$ cat src/rtl/nand_seq_pkg.sv
package nand_seq_pkg;
  localparam int CNT_W = 8;

  typedef enum logic [1:0] {
    KIND_DATA = 2'd0,
    KIND_CMD  = 2'd1,
    KIND_ADDR = 2'd2,
    KIND_RSVD = 2'd3
  } req_kind_e;

  typedef enum logic [2:0] {
    PH_IDLE  = 3'd0,
    PH_PRE   = 3'd1,
    PH_SETUP = 3'd2,
    PH_WAIT  = 3'd3,
    PH_HOLD  = 3'd4
  } phase_e;

  typedef struct packed {
    logic [CNT_W-1:0] hiz;
    logic [CNT_W-1:0] hold;
    logic [CNT_W-1:0] wt;
    logic [CNT_W-1:0] setup;
  } timing_t;

  localparam logic [31:0] TIMING_RST = 32'h0A0A_0A0A;

  // zero is used as one
  function automatic logic [CNT_W-1:0] cnt_load(input logic [CNT_W-1:0] v);
    return (v == '0) ? '0 : v - 1'b1;
  endfunction
endpackage

$ cat src/rtl/nand_seq_cfg.sv
module nand_seq_cfg
  import nand_seq_pkg::*;
#(
  parameter int DLY_W = 4
) (
  input  logic             clk_i,
  input  logic             rst_ni,
  input  logic             cfg_wr_i,
  input  logic [1:0]       cfg_sel_i,
  input  logic [31:0]      cfg_wdata_i,
  output timing_t          common_o,
  output timing_t          attr_o,
  output logic [DLY_W-1:0] cle_re_o,
  output logic [DLY_W-1:0] ale_re_o,
  output logic             wide_o,
  output logic             wait_en_o
);
  localparam int WIDE_BIT = 2 * DLY_W;
  localparam int WAIT_BIT = 2 * DLY_W + 1;

  always_ff @(posedge clk_i or negedge rst_ni) begin
    if (!rst_ni) begin
      common_o  <= timing_t'(TIMING_RST);
      attr_o    <= timing_t'(TIMING_RST);
      cle_re_o  <= '1;
      ale_re_o  <= '1;
      wide_o    <= 1'b0;
      wait_en_o <= 1'b0;
    end else if (cfg_wr_i) begin
      case (cfg_sel_i)
        2'd0: common_o <= timing_t'(cfg_wdata_i);
        2'd1: attr_o   <= timing_t'(cfg_wdata_i);
        2'd2: begin
          cle_re_o  <= cfg_wdata_i[DLY_W-1:0];
          ale_re_o  <= cfg_wdata_i[2*DLY_W-1:DLY_W];
          wide_o    <= cfg_wdata_i[WIDE_BIT];
          wait_en_o <= cfg_wdata_i[WAIT_BIT];
        end
        default: ;
      endcase
    end
  end
endmodule

$ cat src/rtl/nand_seq_fsm.sv
module nand_seq_fsm
  import nand_seq_pkg::*;
#(
  parameter int DQ_W  = 16,
  parameter int CS_W  = 1,
  parameter int DLY_W = 4
) (
  input  logic             clk_i,
  input  logic             rst_ni,
  input  logic             req_valid_i,
  output logic             req_ready_o,
  input  logic [1:0]       req_kind_i,
  input  logic             req_write_i,
  input  logic [CS_W-1:0]  req_cs_i,
  input  logic [DQ_W-1:0]  req_wdata_i,
  input  timing_t          common_i,
  input  timing_t          attr_i,
  input  logic [DLY_W-1:0] cle_re_i,
  input  logic [DLY_W-1:0] ale_re_i,
  input  logic             wide_i,
  input  logic             wait_en_i,
  input  logic             rdy_i,
  input  logic [DQ_W-1:0]  dq_i,
  output phase_e           phase_o,
  output req_kind_e        kind_o,
  output logic             wr_o,
  output logic [CS_W-1:0]  cs_o,
  output logic [DQ_W-1:0]  wdata_o,
  output logic             hz_done_o,
  output logic             done_o,
  output logic [DQ_W-1:0]  rd_data_o
);
  localparam int HALF_W = DQ_W / 2;

  phase_e           phase_q;
  logic [CNT_W-1:0] cnt_q, hz_q;
  timing_t          cur_t_q;
  req_kind_e        last_q;
  timing_t          sel_t;
  logic [CNT_W-1:0] pre_dly;
  logic             is_rd_req, stall;
  logic [DQ_W-1:0]  sample;

  always_comb begin
    sel_t     = (req_kind_e'(req_kind_i) == KIND_DATA) ? common_i : attr_i;
    is_rd_req = (req_kind_e'(req_kind_i) == KIND_DATA) && !req_write_i;
    case (last_q)
      KIND_CMD:  pre_dly = CNT_W'(cle_re_i);
      KIND_ADDR: pre_dly = CNT_W'(ale_re_i);
      default:   pre_dly = '0;
    endcase
    stall  = wait_en_i && !rdy_i;
    sample = wide_i ? dq_i : {{(DQ_W-HALF_W){1'b0}}, dq_i[HALF_W-1:0]};
  end

  always_ff @(posedge clk_i or negedge rst_ni) begin
    if (!rst_ni) begin
      phase_q   <= PH_IDLE;
      cnt_q     <= '0;
      hz_q      <= '0;
      cur_t_q   <= '0;
      last_q    <= KIND_DATA;
      kind_o    <= KIND_DATA;
      wr_o      <= 1'b0;
      cs_o      <= '0;
      wdata_o   <= '0;
      done_o    <= 1'b0;
      rd_data_o <= '0;
    end else begin
      done_o <= 1'b0;
      if (phase_q != PH_IDLE && hz_q != '0) hz_q <= hz_q - 1'b1;
      case (phase_q)
        PH_IDLE: if (req_valid_i) begin
          kind_o  <= req_kind_e'(req_kind_i);
          wr_o    <= !is_rd_req;
          cs_o    <= req_cs_i;
          wdata_o <= req_wdata_i;
          cur_t_q <= sel_t;
          hz_q    <= sel_t.hiz;
          if (is_rd_req && pre_dly != '0) begin
            phase_q <= PH_PRE;
            cnt_q   <= pre_dly - 1'b1;
          end else begin
            phase_q <= PH_SETUP;
            cnt_q   <= cnt_load(sel_t.setup);
          end
        end
        PH_PRE: if (cnt_q == '0) begin
          phase_q <= PH_SETUP;
          cnt_q   <= cnt_load(cur_t_q.setup);
        end else cnt_q <= cnt_q - 1'b1;
        PH_SETUP: if (cnt_q == '0) begin
          phase_q <= PH_WAIT;
          cnt_q   <= cnt_load(cur_t_q.wt);
        end else cnt_q <= cnt_q - 1'b1;
        PH_WAIT: if (!stall) begin
          if (cnt_q == '0) begin
            phase_q <= PH_HOLD;
            cnt_q   <= cnt_load(cur_t_q.hold);
            if (!wr_o) rd_data_o <= sample;
          end else cnt_q <= cnt_q - 1'b1;
        end
        PH_HOLD: if (cnt_q == '0) begin
          phase_q <= PH_IDLE;
          done_o  <= 1'b1;
          last_q  <= kind_o;
        end else cnt_q <= cnt_q - 1'b1;
        default: phase_q <= PH_IDLE;
      endcase
    end
  end

  assign req_ready_o = (phase_q == PH_IDLE);
  assign phase_o     = phase_q;
  assign hz_done_o   = (hz_q == '0);


  wait_stretch_chk: assert property (@(posedge clk_i) disable iff (!rst_ni)
    (phase_q == PH_WAIT && wait_en_i && !rdy_i) |=> (phase_q == PH_WAIT));

  accept_busy_chk: assert property (@(posedge clk_i) disable iff (!rst_ni)
    (req_valid_i && req_ready_o) |=> !req_ready_o);

  done_pulse_chk: assert property (@(posedge clk_i) disable iff (!rst_ni)
    done_o |=> !done_o);

  pre_read_only_chk: assert property (@(posedge clk_i) disable iff (!rst_ni)
    (phase_q == PH_PRE) |-> (!wr_o && kind_o == KIND_DATA));
endmodule

$ cat src/rtl/nand_seq_pins.sv
module nand_seq_pins
  import nand_seq_pkg::*;
#(
  parameter int NUM_CE = 2,
  parameter int DQ_W   = 16,
  parameter int CS_W   = 1
) (
  input  phase_e          phase_i,
  input  req_kind_e       kind_i,
  input  logic            wr_i,
  input  logic [CS_W-1:0] cs_i,
  input  logic [DQ_W-1:0] wdata_i,
  input  logic            hz_done_i,
  input  logic            wide_i,
  output logic [NUM_CE-1:0] ce_no,
  output logic            cle_o,
  output logic            ale_o,
  output logic            we_no,
  output logic            re_no,
  output logic [DQ_W-1:0] dq_o,
  output logic            dq_oe_o
);
  localparam int HALF_W = DQ_W / 2;

  logic in_acc, in_cyc, strobe;

  assign in_acc = (phase_i != PH_IDLE);
  assign in_cyc = (phase_i == PH_SETUP) || (phase_i == PH_WAIT) || (phase_i == PH_HOLD);
  assign strobe = (phase_i == PH_WAIT);

  for (genvar g = 0; g < NUM_CE; g++) begin : g_ce
    assign ce_no[g] = !(in_acc && cs_i == CS_W'(g));
  end

  assign cle_o   = in_cyc && (kind_i == KIND_CMD);
  assign ale_o   = in_cyc && (kind_i == KIND_ADDR);
  assign we_no   = !(strobe && wr_i);
  assign re_no   = !(strobe && !wr_i);
  assign dq_oe_o = in_cyc && wr_i && hz_done_i;
  assign dq_o    = (kind_i == KIND_DATA && wide_i) ? wdata_i
                 : {{(DQ_W-HALF_W){1'b0}}, wdata_i[HALF_W-1:0]};
endmodule

$ cat src/rtl/nand_bus_seq.sv
module nand_bus_seq
  import nand_seq_pkg::*;
#(
  parameter  int NUM_CE = 2,
  parameter  int DQ_W   = 16,
  parameter  int DLY_W  = 4,
  localparam int CS_W   = (NUM_CE > 1) ? $clog2(NUM_CE) : 1
) (
  input  logic              clk_i,
  input  logic              rst_ni,
  input  logic              cfg_wr_i,
  input  logic [1:0]        cfg_sel_i,
  input  logic [31:0]       cfg_wdata_i,
  input  logic              req_valid_i,
  output logic              req_ready_o,
  input  logic [1:0]        req_kind_i,
  input  logic              req_write_i,
  input  logic [CS_W-1:0]   req_cs_i,
  input  logic [DQ_W-1:0]   req_wdata_i,
  output logic              done_o,
  output logic [DQ_W-1:0]   rd_data_o,
  output logic [NUM_CE-1:0] nand_ce_no,
  output logic              nand_cle_o,
  output logic              nand_ale_o,
  output logic              nand_we_no,
  output logic              nand_re_no,
  output logic [DQ_W-1:0]   nand_dq_o,
  output logic              nand_dq_oe_o,
  input  logic [DQ_W-1:0]   nand_dq_i,
  input  logic              nand_rdy_i
);
  timing_t          common_t, attr_t;
  logic [DLY_W-1:0] cle_re, ale_re;
  logic             wide, wait_en, wr, hz_done;
  phase_e           phase;
  req_kind_e        kind;
  logic [CS_W-1:0]  cs;
  logic [DQ_W-1:0]  wdata;

  nand_seq_cfg #(.DLY_W(DLY_W)) i_cfg (
    .clk_i, .rst_ni, .cfg_wr_i, .cfg_sel_i, .cfg_wdata_i,
    .common_o(common_t), .attr_o(attr_t), .cle_re_o(cle_re), .ale_re_o(ale_re),
    .wide_o(wide), .wait_en_o(wait_en)
  );

  nand_seq_fsm #(.DQ_W(DQ_W), .CS_W(CS_W), .DLY_W(DLY_W)) i_fsm (
    .clk_i, .rst_ni, .req_valid_i, .req_ready_o, .req_kind_i, .req_write_i,
    .req_cs_i, .req_wdata_i, .common_i(common_t), .attr_i(attr_t),
    .cle_re_i(cle_re), .ale_re_i(ale_re), .wide_i(wide), .wait_en_i(wait_en),
    .rdy_i(nand_rdy_i), .dq_i(nand_dq_i), .phase_o(phase), .kind_o(kind),
    .wr_o(wr), .cs_o(cs), .wdata_o(wdata), .hz_done_o(hz_done), .done_o,
    .rd_data_o
  );

  nand_seq_pins #(.NUM_CE(NUM_CE), .DQ_W(DQ_W), .CS_W(CS_W)) i_pins (
    .phase_i(phase), .kind_i(kind), .wr_i(wr), .cs_i(cs), .wdata_i(wdata),
    .hz_done_i(hz_done), .wide_i(wide), .ce_no(nand_ce_no), .cle_o(nand_cle_o),
    .ale_o(nand_ale_o), .we_no(nand_we_no), .re_no(nand_re_no),
    .dq_o(nand_dq_o), .dq_oe_o(nand_dq_oe_o)
  );


  ce_single_chk: assert property (@(posedge clk_i) disable iff (!rst_ni)
    $onehot0(~nand_ce_no));

  cle_ale_excl_chk: assert property (@(posedge clk_i) disable iff (!rst_ni)
    !(nand_cle_o && nand_ale_o));

  strobe_excl_chk: assert property (@(posedge clk_i) disable iff (!rst_ni)
    (nand_we_no || nand_re_no));

  oe_not_read_chk: assert property (@(posedge clk_i) disable iff (!rst_ni)
    nand_dq_oe_o |-> (nand_re_no && nand_ce_no != '1));

  ready_idle_chk: assert property (@(posedge clk_i) disable iff (!rst_ni)
    req_ready_o |-> (nand_ce_no == '1));
endmodule

$ cat config.mk
export PLATFORM = sky130hd
export DESIGN_NAME = nand_bus_seq
export DESIGN_NICKNAME = d
export VERILOG_FILES = /design/src/rtl/nand_seq_pkg.sv /design/src/rtl/nand_seq_cfg.sv /design/src/rtl/nand_seq_fsm.sv /design/src/rtl/nand_seq_pins.sv /design/src/rtl/nand_bus_seq.sv
export SDC_FILE = /design/constraint.sdc
export NUM_CORES = 1
export LEC_CHECK = 0
export BUFFER_PORTS_ARGS = -buffer_cell sky130_fd_sc_hd__buf_4
export CORE_UTILIZATION = 50
export DETAILED_ROUTE_END_ITERATION = 8
export GPL_ROUTABILITY_DRIVEN = 0
export HOLD_SLACK_MARGIN = 0.05
export PLACE_DENSITY_LB_ADDON = 0.15
export SLEW_MARGIN = 20
export SYNTH_ARGS = -nofsm -noshare
export SYNTH_HDL_FRONTEND = slang
export SYNTH_SLANG_ARGS = --single-unit
$ cat constraint.sdc
create_clock -name clk_i -period 2.4 [get_ports clk_i]
set_clock_uncertainty 0.1 [all_clocks]
set_input_delay 0.24 -clock clk_i [delete_from_list [all_inputs] [get_ports clk_i]]
set_output_delay 0.24 -clock clk_i [all_outputs]
set_load 0.01 [all_outputs]
# Word level (Yosys, flattened, before mapping)
# Cells that the tools add are included.
# W data, S select, Z words.
word_totals:
  elab_cells: 126
  in_bits: 75
  out_inout_bits: 41
  ff_bits: 156
classes:
  addsub: 7
  n_mux: 29
  n_eq_ne: 17
  n_bitwise: 3
  n_reduce_logical: 45
op_table:
  columns: ["op", "n"]
  rows:
  - ["$mux W8", 14]
  - ["$logic_not A8 Y1", 6]
  - ["$sub A8 B1 Y8 const B", 6]
  - ["$pmux W8 S5", 1]
  - ["$mux W16", 2]
  - ["$mux W32", 1]
  - ["$mux W3", 6]
  - ["$reduce_bool A8 Y1", 2]
  - ["$pmux W3 S5", 1]
  - ["$logic_and A1 B1 Y1", 13]
  - ["$reduce_and A2 Y1", 5]
  - ["$logic_not A1 Y1", 8]
  - ["$ne A2 B2 Y1 const B", 4]
  - ["$pmux W4 S2", 1]
  - ["$reduce_and A4 Y1", 2]
  - ["$eq A2 B1 Y1 const B", 3]
  - ["$eq A2 B2 Y1 const B", 3]
  - ["$eq A3 B2 Y1 const B", 2]
  - ["$logic_not A2 Y1", 3]
  - ["$ne A2 B1 Y1 const B", 3]
  - ["$reduce_and A6 Y1", 1]
  - ["$reduce_bool A5 Y1", 1]
  - ["$sub A4 B1 Y5 const B", 1]
  - ["$eq A3 B1 Y1 const B", 1]
  - ["7 further kinds", 11]

# Logic depth before layout (Yosys ltp)
# Gate-level depths: netlist of the first run.
logic_depth:
  ltp_word: 7
  ltp_mapped: 11
  ltp_nobuf: 11

# By module
# A second synthesis of the first run with hierarchy kept.
unflattened:
  cells_unflattened: 829
  hier_area_um2: 8286.7
by_module_without_submodules:
  columns: ["mod", "instances", "seq_area_each_um2", "cells_per_inst", "area_per_inst_um2"]
  rows:
  - ["nand_seq_fsm", 1, 2052.0, 641, 5258.8]
  - ["nand_seq_cfg", 1, 1881.8, 158, 2821.5]
  - ["nand_seq_pins", 1, 0.0, 30, 206.4]

# Worst setup path before layout of the first run
# OpenSTA, ideal clock, no wires.
synth_timing:
  path_type: "input to register"
  from: "input port req_kind_i[1]"
  to: "register i_fsm.cnt_q[6]"
  setup_ns: 0.128
  n_path_buf: 1
  path_slack_ns: -0.055
  t_arrival_ns: 2.227
  required_time_ns: 2.172
  path_stages: 10
  path_cell_list: "nor2_1 -> buf_2 -> mux2i_1 -> ha_1 -> nor3b_1 -> nand2_1 -> xor2_1 -> mux2i_1 -> a311oi_1 -> nor3_1"
synth_via:
  elab_chain_len: 7
  word_cells_on_any_way: 10
  cone_classes: "1 x add/sub; 5 x mux; 4 x reduce/logical"
synth_lines:
  columns: ["element", "line_no", "source"]
  rows:
  - ["start: declaration", "nand_bus_seq.sv:16", "input logic [1:0] req_kind_i,"]
  - ["$logic_not A2 Y1 *", "nand_seq_fsm.sv:45, nand_seq_fsm.sv:46", null]
  - ["$mux W32", "nand_seq_fsm.sv:45", "sel_t = (req_kind_e'(req_kind_i) == KIND_DATA) ? common_i : attr_i;"]
  - ["$sub A8 B1 Y8 or $logic_not A8 Y1 (tied branches)", "nand_seq_pkg.sv:30", "return (v == '0) ? '0 : v - 1'b1;"]
  - ["$mux W8", "nand_seq_pkg.sv:30", null]
  - ["$mux W8 *", "nand_seq_fsm.sv:80", "if (is_rd_req && pre_dly != '0) begin"]
  - ["$mux W8 *", "nand_seq_fsm.sv:73", "PH_IDLE: if (req_valid_i) begin"]
  - ["$pmux W8 S5 *", "nand_seq_fsm.sv:72", "case (phase_q)"]
  - ["end signal: assignment", "nand_seq_fsm.sv:82", "cnt_q <= pre_dly - 1'b1;"]
  - ["end signal: assignment", "nand_seq_fsm.sv:85", "cnt_q <= cnt_load(sel_t.setup);"]
  - ["end signal: assignment", "nand_seq_fsm.sv:90", "cnt_q <= cnt_load(cur_t_q.setup);"]
  - ["end: declaration", "nand_seq_fsm.sv:36", "logic [CNT_W-1:0] cnt_q, hz_q;"]
# Mark *: on every way between the ends. The rest lies on a longest branch, timed or not. The select of a mux whose other input is x is not followed.
# A chain may end at the register's enable or synchronous reset.

# Worst setup path after layout of the first run
layout_timing:
  from: "register i_fsm.phase_q[1] (netlist: i_fsm.phase_o[1])"
  to: "output port nand_dq_oe_o"
layout_via:
  elab_chain_len: 5
  word_cells_on_any_way: 7
  cone_classes: "3 x eq/ne; 4 x reduce/logical"
layout_lines:
  columns: ["element", "line_no", "source"]
  rows:
  - ["start: declaration", "nand_seq_fsm.sv:35", "phase_e phase_q;"]
  - ["start signal: assignment", "nand_seq_fsm.sv:58", "phase_q <= PH_IDLE;"]
  - ["start signal: assignment", "nand_seq_fsm.sv:81", "phase_q <= PH_PRE;"]
  - ["start signal: assignment", "nand_seq_fsm.sv:84", "phase_q <= PH_SETUP;"]
  - ["$eq A3 B2 Y1", "nand_seq_pins.sv:28", "assign in_cyc = (phase_i == PH_SETUP) || (phase_i == PH_WAIT) || (phase_i == PH_HOLD);"]
  - ["$logic_or A1 B1 Y1", "nand_seq_pins.sv:28", null]
  - ["$logic_or A1 B1 Y1 *", "nand_seq_pins.sv:28", null]
  - ["$logic_and A1 B1 Y1 * (2 in series)", "nand_seq_pins.sv:39", "assign dq_oe_o = in_cyc && wr_i && hz_done_i;"]
  - ["end: declaration", "nand_bus_seq.sv:28", "output logic nand_dq_oe_o,"]
# Mark *: on every way between the ends. The rest lies on a longest branch, timed or not.

==> out/qor.yml, run 1 <==
synth_warnings: 0
setup_tns_ns: 0
met3_length_um: 1241
hold_class: "in -> reg"
initial_core_util: 0.5136
met1_length_um: 9075
setup_viol: 0
crit_type: "reg -> out"
cp_top_family: "simple AND/OR/NAND/NOR gates"
worst-path-stages: 6
tritoncts: "built"
critPathMaxStageDelay_ns: 0.37
synthesis.area_mm2: 0.008159
cts_buffer_depth: 2
power_leakage_nw: 4.812
worstPathArrival_ns: 2.01
yosysSeqAreaShare: 0.4821
overflow: 0
finalMaxSlewViolations: 0
diodes: 0
fp.dieH_um: 129.7
htree_levels: 4
power_density_mw_per_mm2: 997.6
grt_setup_unrepaired: "no"
cp-end-kind: "output port"
antenna_found_initial: 0
period_needed_ns: 2.355
die_x_um: 129.7
ant_nets: 0
topRoutingLayerUsed: "met4"
r2r_cells: 6
ys_async_sr_fraction: 1.000
first_pass_iters: 5
syn_avg_cell_area_um2: 10.29
path_cells: "buf_4, nor2b_1, buf_4, nor2_1, and4b_1, buf_4"
drt-wirelength-per-cell_um: 17.21
clock_latency_ns: 0.43
startpoint: "i_fsm.phase_o[1]"
cp_slowest_cell: "dfrtp_1"
drc: 0
max-cap-violations: 0
crit_end: "nand_dq_oe_o"
rows: 46
drive_above_1_share: 0.3181
cts_buffers: 17
nets: 1085
area_growth_pct: 32.60
final_hold_viol_count: 0
post_cts_buffers: 0
cts_sinks: 156
grt_use_total: 0.2594
drt_iter0_drc: 510
syn_nets: 885
netlist_instances: 793
fin_crit_sh: 0.9811
maxSlewHeadroom: 0.5941
die-area_mm2: 0.01683
timing.rr.end: "i_fsm.cnt_q[0]"
vias: 6877
path_buf_inv: 3
wl_um: 21030
rrSetupSlack_ns: 0.11
synth-seq-cells: 156
grt_pass1_vias: 6898
coreArea_mm2: 0.01589
dr_wl_met2_um: 10230
holdWs_ns: 0.1847
grt_start_max_net_pins: 60
grt_pass1_wl_um: 33740
path_clk_slew_ns: 0.06
status: "complete, no violations"
fmaxAchievable_mhz: 424.7
start_kind: "flip-flop"
root_buffer: "clkbuf_16"
worstMarginPinSlew_ns: 0.6089
crit_path_frequent_cell: "buf_4"
required_ns: 2.06
synth_cell_types: 71
place.port_buffers: 115
synth-edff-count: 0
viasPerCell: 5.628
crit_fanout: 13
rr_startpoint: "i_cfg.common_o[4]"
synthFlopType: "dfrtp_1"
post-dp-hpwl_um: 14660
vdd_drop_max_v: 0.0006426
io_pins: 116
## routing by layer
metal,global-route usage,vias up
met1,0.3336,3394
met5,0,-
li1,-,3187
met4,0.09439,0
met3,0.05658,43
met2,0.4319,253
## layout by cell type (no fill, tap or decap), types with 6 or more instances in the layout
cell type | Yosys | layout
buf_4 | 8 | 154
nand2_1 | 133 | 132
dfrtp_1 | 132 | 131
mux2_2 | 75 | 75
dlygate4sd3_1 | 0 | 68
o21ai_0 | 39 | 39
mux2i_1 | 32 | 32
nor2_1 | 32 | 31
inv_1 | 27 | 27
a21oi_1 | 28 | 27
dfstp_2 | 24 | 24
clkbuf_16 | 0 | 17
nor3_1 | 15 | 15
xnor2_1 | 14 | 14
ha_1 | 17 | 14
xor2_1 | 13 | 13
or3_1 | 13 | 12
and2_1 | 13 | 12
o21ai_1 | 11 | 11
nor3b_1 | 12 | 9
o211ai_1 | 7 | 7
nand3_1 | 6 | 6
nand2b_1 | 6 | 6
a31oi_1 | 7 | 6
## sequential cells by signal (all words and copies together) (netlist names), 2 cells and up
name	count
i_cfg.ale_re_o	4
i_cfg.attr_o	32
i_cfg.cle_re_o	4
i_cfg.common_o	32
i_fsm.cnt_q	8
i_fsm.cur_t_q	24
i_fsm.hz_q	8
i_fsm.kind_o	2
i_fsm.last_q	2
i_fsm.phase_o	3
i_fsm.rd_data_o	16
i_fsm.wdata_o	16
## cell type report
type	instances	area, µm²
clock inverters	12	163.9
clock buffers	20	446.7
fillers	1225	5066
inverters	27	101.3
repair buffers	227	1919
well taps	216	270.3
multi-input cells	564	3983
flip-flops and latches	156	3935
## repair_timing
action	CTS	global route
setup endpoints to repair	0	11
resized for setup	0	16
endpoints found under the hold margin	159	0
hold buffers	68	0
## Yosys cell counts (6+ instances only)
master	count	area share
nand2_1	133	0.061
dfrtp_1	132	0.40
mux2_2	75	0.10
o21ai_0	39	0.024
mux2i_1	32	0.039
nor2_1	32	0.015
a21oi_1	28	0.017
clkbuf_1	28	0.013
inv_1	27	0.012
dfstp_2	24	0.077
ha_1	17	0.026
nor3_1	15	0.0092
xnor2_1	14	0.015
and2_1	13	0.010
or3_1	13	0.010
xor2_1	13	0.014
nor3b_1	12	0.011
o21ai_1	11	0.0067
buf_4	8	0.0074
a31oi_1	7	0.0054
buf_2	7	0.0043
o211ai_1	7	0.0064
nand2b_1	6	0.0046
nand3_1	6	0.0037
## per-stage QoR
step | total power, W | util | std cells | area [µm²] | setup slack (ns)
6_report | 0.01079 | 0.6811 | 1222 | 10820 | 0.04527
2_1_floorplan | 0.006480 | - | 793 | 8162 | 0.05631
3_3_place_gp | 0.007646 | 0.5955 | 1122 | 9459 | 0.04424
4_1_cts | 0.01076 | 0.6767 | 1222 | 10750 | 0.003878
3_5_place_dp | 0.007854 | 0.5955 | 1122 | 9459 | 0.002240
5_1_grt | 0.01142 | 0.6811 | 1222 | 10820 | 0.004354
## report_power, final
group / internal [W] / total (W) / switching, W
clock: 0.00168 / 0.00277 / 0.00109
sequential: 0.00346 / 0.00418 / 0.000729
combinational: 0.00189 / 0.00384 / 0.00195
total: 0.00702 / 0.0108 / 0.00377
## tightest hold or removal path, delay by kind of cell
family                 cells  cell delay [ns]
AOI/OAI and AO/OA          2             0.20
buffers and inverters      1             0.12
and+or+nand+nor            1             0.11
## cell families after synthesis
family / after synthesis / synth area share
and+or+nand+nor: 269 / 0.1629
adders and majority gates: 17 / 0.02607
buffers and inverters: 73 / 0.03941
muxes: 115 / 0.1557
DFF: 156 / 0.4821
AOI/OAI and AO/OA: 136 / 0.1049
xor gates and xnor gates: 27 / 0.02898
## worst min path at each step
stage          cells after the start                  to  slack, ns          start
6_report                           4       i_fsm.hz_q[5]       0.18  req_kind_i[0]
5_1_grt                            4       i_fsm.hz_q[5]       0.18  req_kind_i[0]
4_1_cts                            4          i_fsm.wr_o       0.14    req_write_i
3_5_place_dp                       1  i_fsm.rd_data_o[7]       0.17         rst_ni
3_3_place_gp                       1  i_fsm.rd_data_o[6]       0.15         rst_ni
2_1_floorplan                      0     i_cfg.attr_o[0]      -0.16         rst_ni
Note: power is estimated with default switching activity, not from simulation.
==> run 2: changes to the inputs <==
Clock period 2.4 ns to 2.55 ns, I/O delays scaled along.
==> run 2 against run 1 <==
Net effect: sequential power decreased by 4%; sequential share of layout area increased by 0.61 points; utilization decreased by 1.2 points; final cell count decreased by 1.1%; via count decreased by 2.6%; worst setup slack improved by 0.071 ns; register-to-register slack about the same; global-route usage decreased by 0.75 points; die area unchanged; highest routed layer unchanged.
==> out/qor.yml, run 2 (synthesis results as in run 1) <==
status: "complete, no violations"
viasPerCell: 5.542  # -1.5%
grt_use_total: 0.2519  # -0.007517
period_needed_ns: 2.434
start_kind: "flip-flop"
fin_util: 0.6696  # -0.01150
rrSetupSlack_ns: 0.12  # about the same
drt-wirelength-per-cell_um: 16.78  # -2.5%
path_cells: "inv_1, ha_1, nor3b_2, nand2_2, or3_1, mux2_1"
hold_class: "in -> reg"
maxSlewHeadroom: 0.5034  # -0.09069
grt_setup_unrepaired: "no"
io_pins: 116  # unchanged
grt_start_max_net_pins: 69  # +15%
p_int_w: 0.006414  # -8.7%
die-area_mm2: 0.01683  # unchanged
ant_nets: 0  # unchanged
fin_crit_sh: 0.9546
power_frac_comb: 0.340  # -0.016
first_pass_iters: 5  # unchanged
clock_power_share: 0.255  # -0.002
place_inst: 1108  # -1.2%
place.port_buffers: 115  # unchanged
die_x_um: 129.7  # unchanged
fp.dieH_um: 129.7  # unchanged
clock_latency_ns: 0.42  # about the same
cp_top_family: "simple AND/OR/NAND/NOR gates"
power_density_mw_per_mm2: 929.2  # -6.9%
cts_sinks: 156  # unchanged
htree_levels: 4  # unchanged
largestRegisters: "i_cfg.attr_o: 32 flops, i_cfg.common_o: 32 flops, i_fsm.cur_t_q: 24 flops"
vdd_drop_max_v: 0.0005686  # -12%
max-cap-violations: 0  # unchanged
p_sw_w: 0.003469  # -8.0%
dpl_cell_area_mm2: 0.009341  # -1.2%
timing.rr.end: "i_fsm.rd_data_o[2]"
overflow: 0  # unchanged
cts_buffer_depth: 2  # unchanged
root_buffer: "clkbuf_16"
area_growth_pct: 30.36
fin_cells: 1208  # -1.1%
whs_path_depth: 4  # unchanged
post-dp-hpwl_um: 14230  # -2.9%
critPathMaxStageDelay_ns: 0.63  # +0.26 ns
mostFrequentLayoutCells: "buf_4 (142), nand2_1 (132), dfrtp_1 (132)"
cts_buffers: 17  # unchanged
min_from: "req_write_i"
worstPathArrival_ns: 2.64  # +0.63 ns
rr_startpoint: "i_fsm.cnt_q[0]"
crit_type: "reg -> reg"
finalMaxSlewViolations: 0  # unchanged
mostFrequentLayoutCell: "buf_4"
antenna_found_initial: 0  # unchanged
min_to: "i_fsm.wr_o"
coreArea_mm2: 0.01589  # unchanged
wl_um: 20270  # -3.6%
grt_pass1_vias: 6619  # -4.0%
tritoncts: "built"
path_buf_inv: 1  # -2
nets: 1071  # -1.3%
final_hold_viol_count: 0  # unchanged
drive_above_1_share: 0.3004  # -0.01769
fmaxAchievable_mhz: 410.8
drt_iter0_drc: 491  # -3.7%
power_leakage_nw: 4.726  # -1.8%
grt_pass1_wl_um: 32600  # -3.4%
required_ns: 2.75  # +0.69 ns
rows: 46  # unchanged
r2r_cells: 6  # unchanged
vias: 6695  # -2.6%
p_sw_frac: 0.3510  # +0.001643
crit_fanout: 11  # -2
seq_power_share: 0.405  # +0.017
path_clk_slew_ns: 0.06  # about the same
cp-end-kind: "flip-flop"
initial_core_util: 0.5136  # unchanged
cp_slowest_cell: "or3_1"
drc: 0  # unchanged
design_area_mm2: 0.01064  # -1.7%
worstMarginPinSlew_ns: 0.7427  # +0.1338 ns
setup_viol: 0  # unchanged
diodes: 0  # unchanged
run 2: changes by cell type in the layout (fill, tap and decap cells not counted), sizes merged:
cell	change
buf	-14
bufinv	-1
clkbuf	+1
clkinv	+1
clkinvlp	-1
run 2: layout make-up:
cell class	count	area, µm²
clock buffer	21	450.4
tap	216	270.3
multi-input combinational	564	3945
clock inverter	11	137.6
sequential	156	3934
fill	1217	5249
inverter	27	101.3
timing repair buffer	213	1798
run 2: how the worst max path moves through the flow:
| stage | start | to | slack [ns] | depth (start not counted) |
|---|---|---|---|---|
| 3_5_place_dp | req_kind_i[1] | i_fsm.cnt_q[6] | -0.09 | 11 |
| 5_1_grt | i_fsm.last_q[0] | i_fsm.cnt_q[5] | 0.003 | 10 |
| 2_1_floorplan | req_kind_i[1] | i_fsm.cnt_q[6] | 0.08 | 10 |
| 4_1_cts | i_fsm.last_q[0] | i_fsm.cnt_q[5] | 0.04 | 10 |
| 6_report | i_fsm.cnt_q[0] | i_fsm.rd_data_o[2] | 0.12 | 6 |
| 3_3_place_gp | req_kind_i[1] | i_fsm.cnt_q[6] | 0.13 | 11 |
run 2: repair_timing:
| action | 4_1_cts | 5_1_grt |
|---|---|---|
| gates cloned | 0 | 0 |
| hold buffers | 68 | 0 |
| endpoints found under the hold margin | 167 | 0 |
| endpoints found under the setup margin | 2 | 6 |
| resized for setup | 1 | 4 |
| setup buffers | 0 | 0 |
run 2: per-stage QoR:
step	setup TNS [ns]	power, W	setup WS, ns	hold slack (ns)
floorplan	0	0.006099	0.08033	-0.1406
global placement	0	0.007063	0.1312	0.1996
detailed placement	-0.08814	0.007236	-0.08814	0.2145
CTS	0	0.009896	0.03573	0.1467
global route	0	0.01050	0.003244	0.2094
finish	0	0.009883	0.1158	0.1904
run 2: routing by layer:
| metal | GRT usage | part of all wire | up-vias | wire length, µm |
|---|---|---|---|---|
| met3 | 0.05617 | 0.058 | 40 | 1179 |
| met2 | 0.4099 | 0.48 | 240 | 9776 |
| li1 | - | - | 3165 | - |
| met4 | 0.09781 | 0.020 | 0 | 412 |
| met1 | 0.3289 | 0.44 | 3250 | 8902 |
| met5 | 0 | 0 | - | 0 |
run 2: worst register-to-register path: cells and delay by family (launching register included):
kind / cells / cell delay, ns
and+or+nand+nor: 3 / 1.10
DFF: 1 / 0.44
muxes: 1 / 0.40
adders and majority gates: 1 / 0.15
buffers and inverters: 1 / 0.12
run 2: power groups by stage:
stage	registers [W]	logic [W]	clock network, W
3_3_place_gp	0.00395	0.00311	0
2_1_floorplan	0.00375	0.00235	0
6_report	0.00400	0.00336	0.00252
4_1_cts	0.00398	0.00334	0.00258
3_5_place_dp	0.00401	0.00323	0
5_1_grt	0.00409	0.00374	0.00267
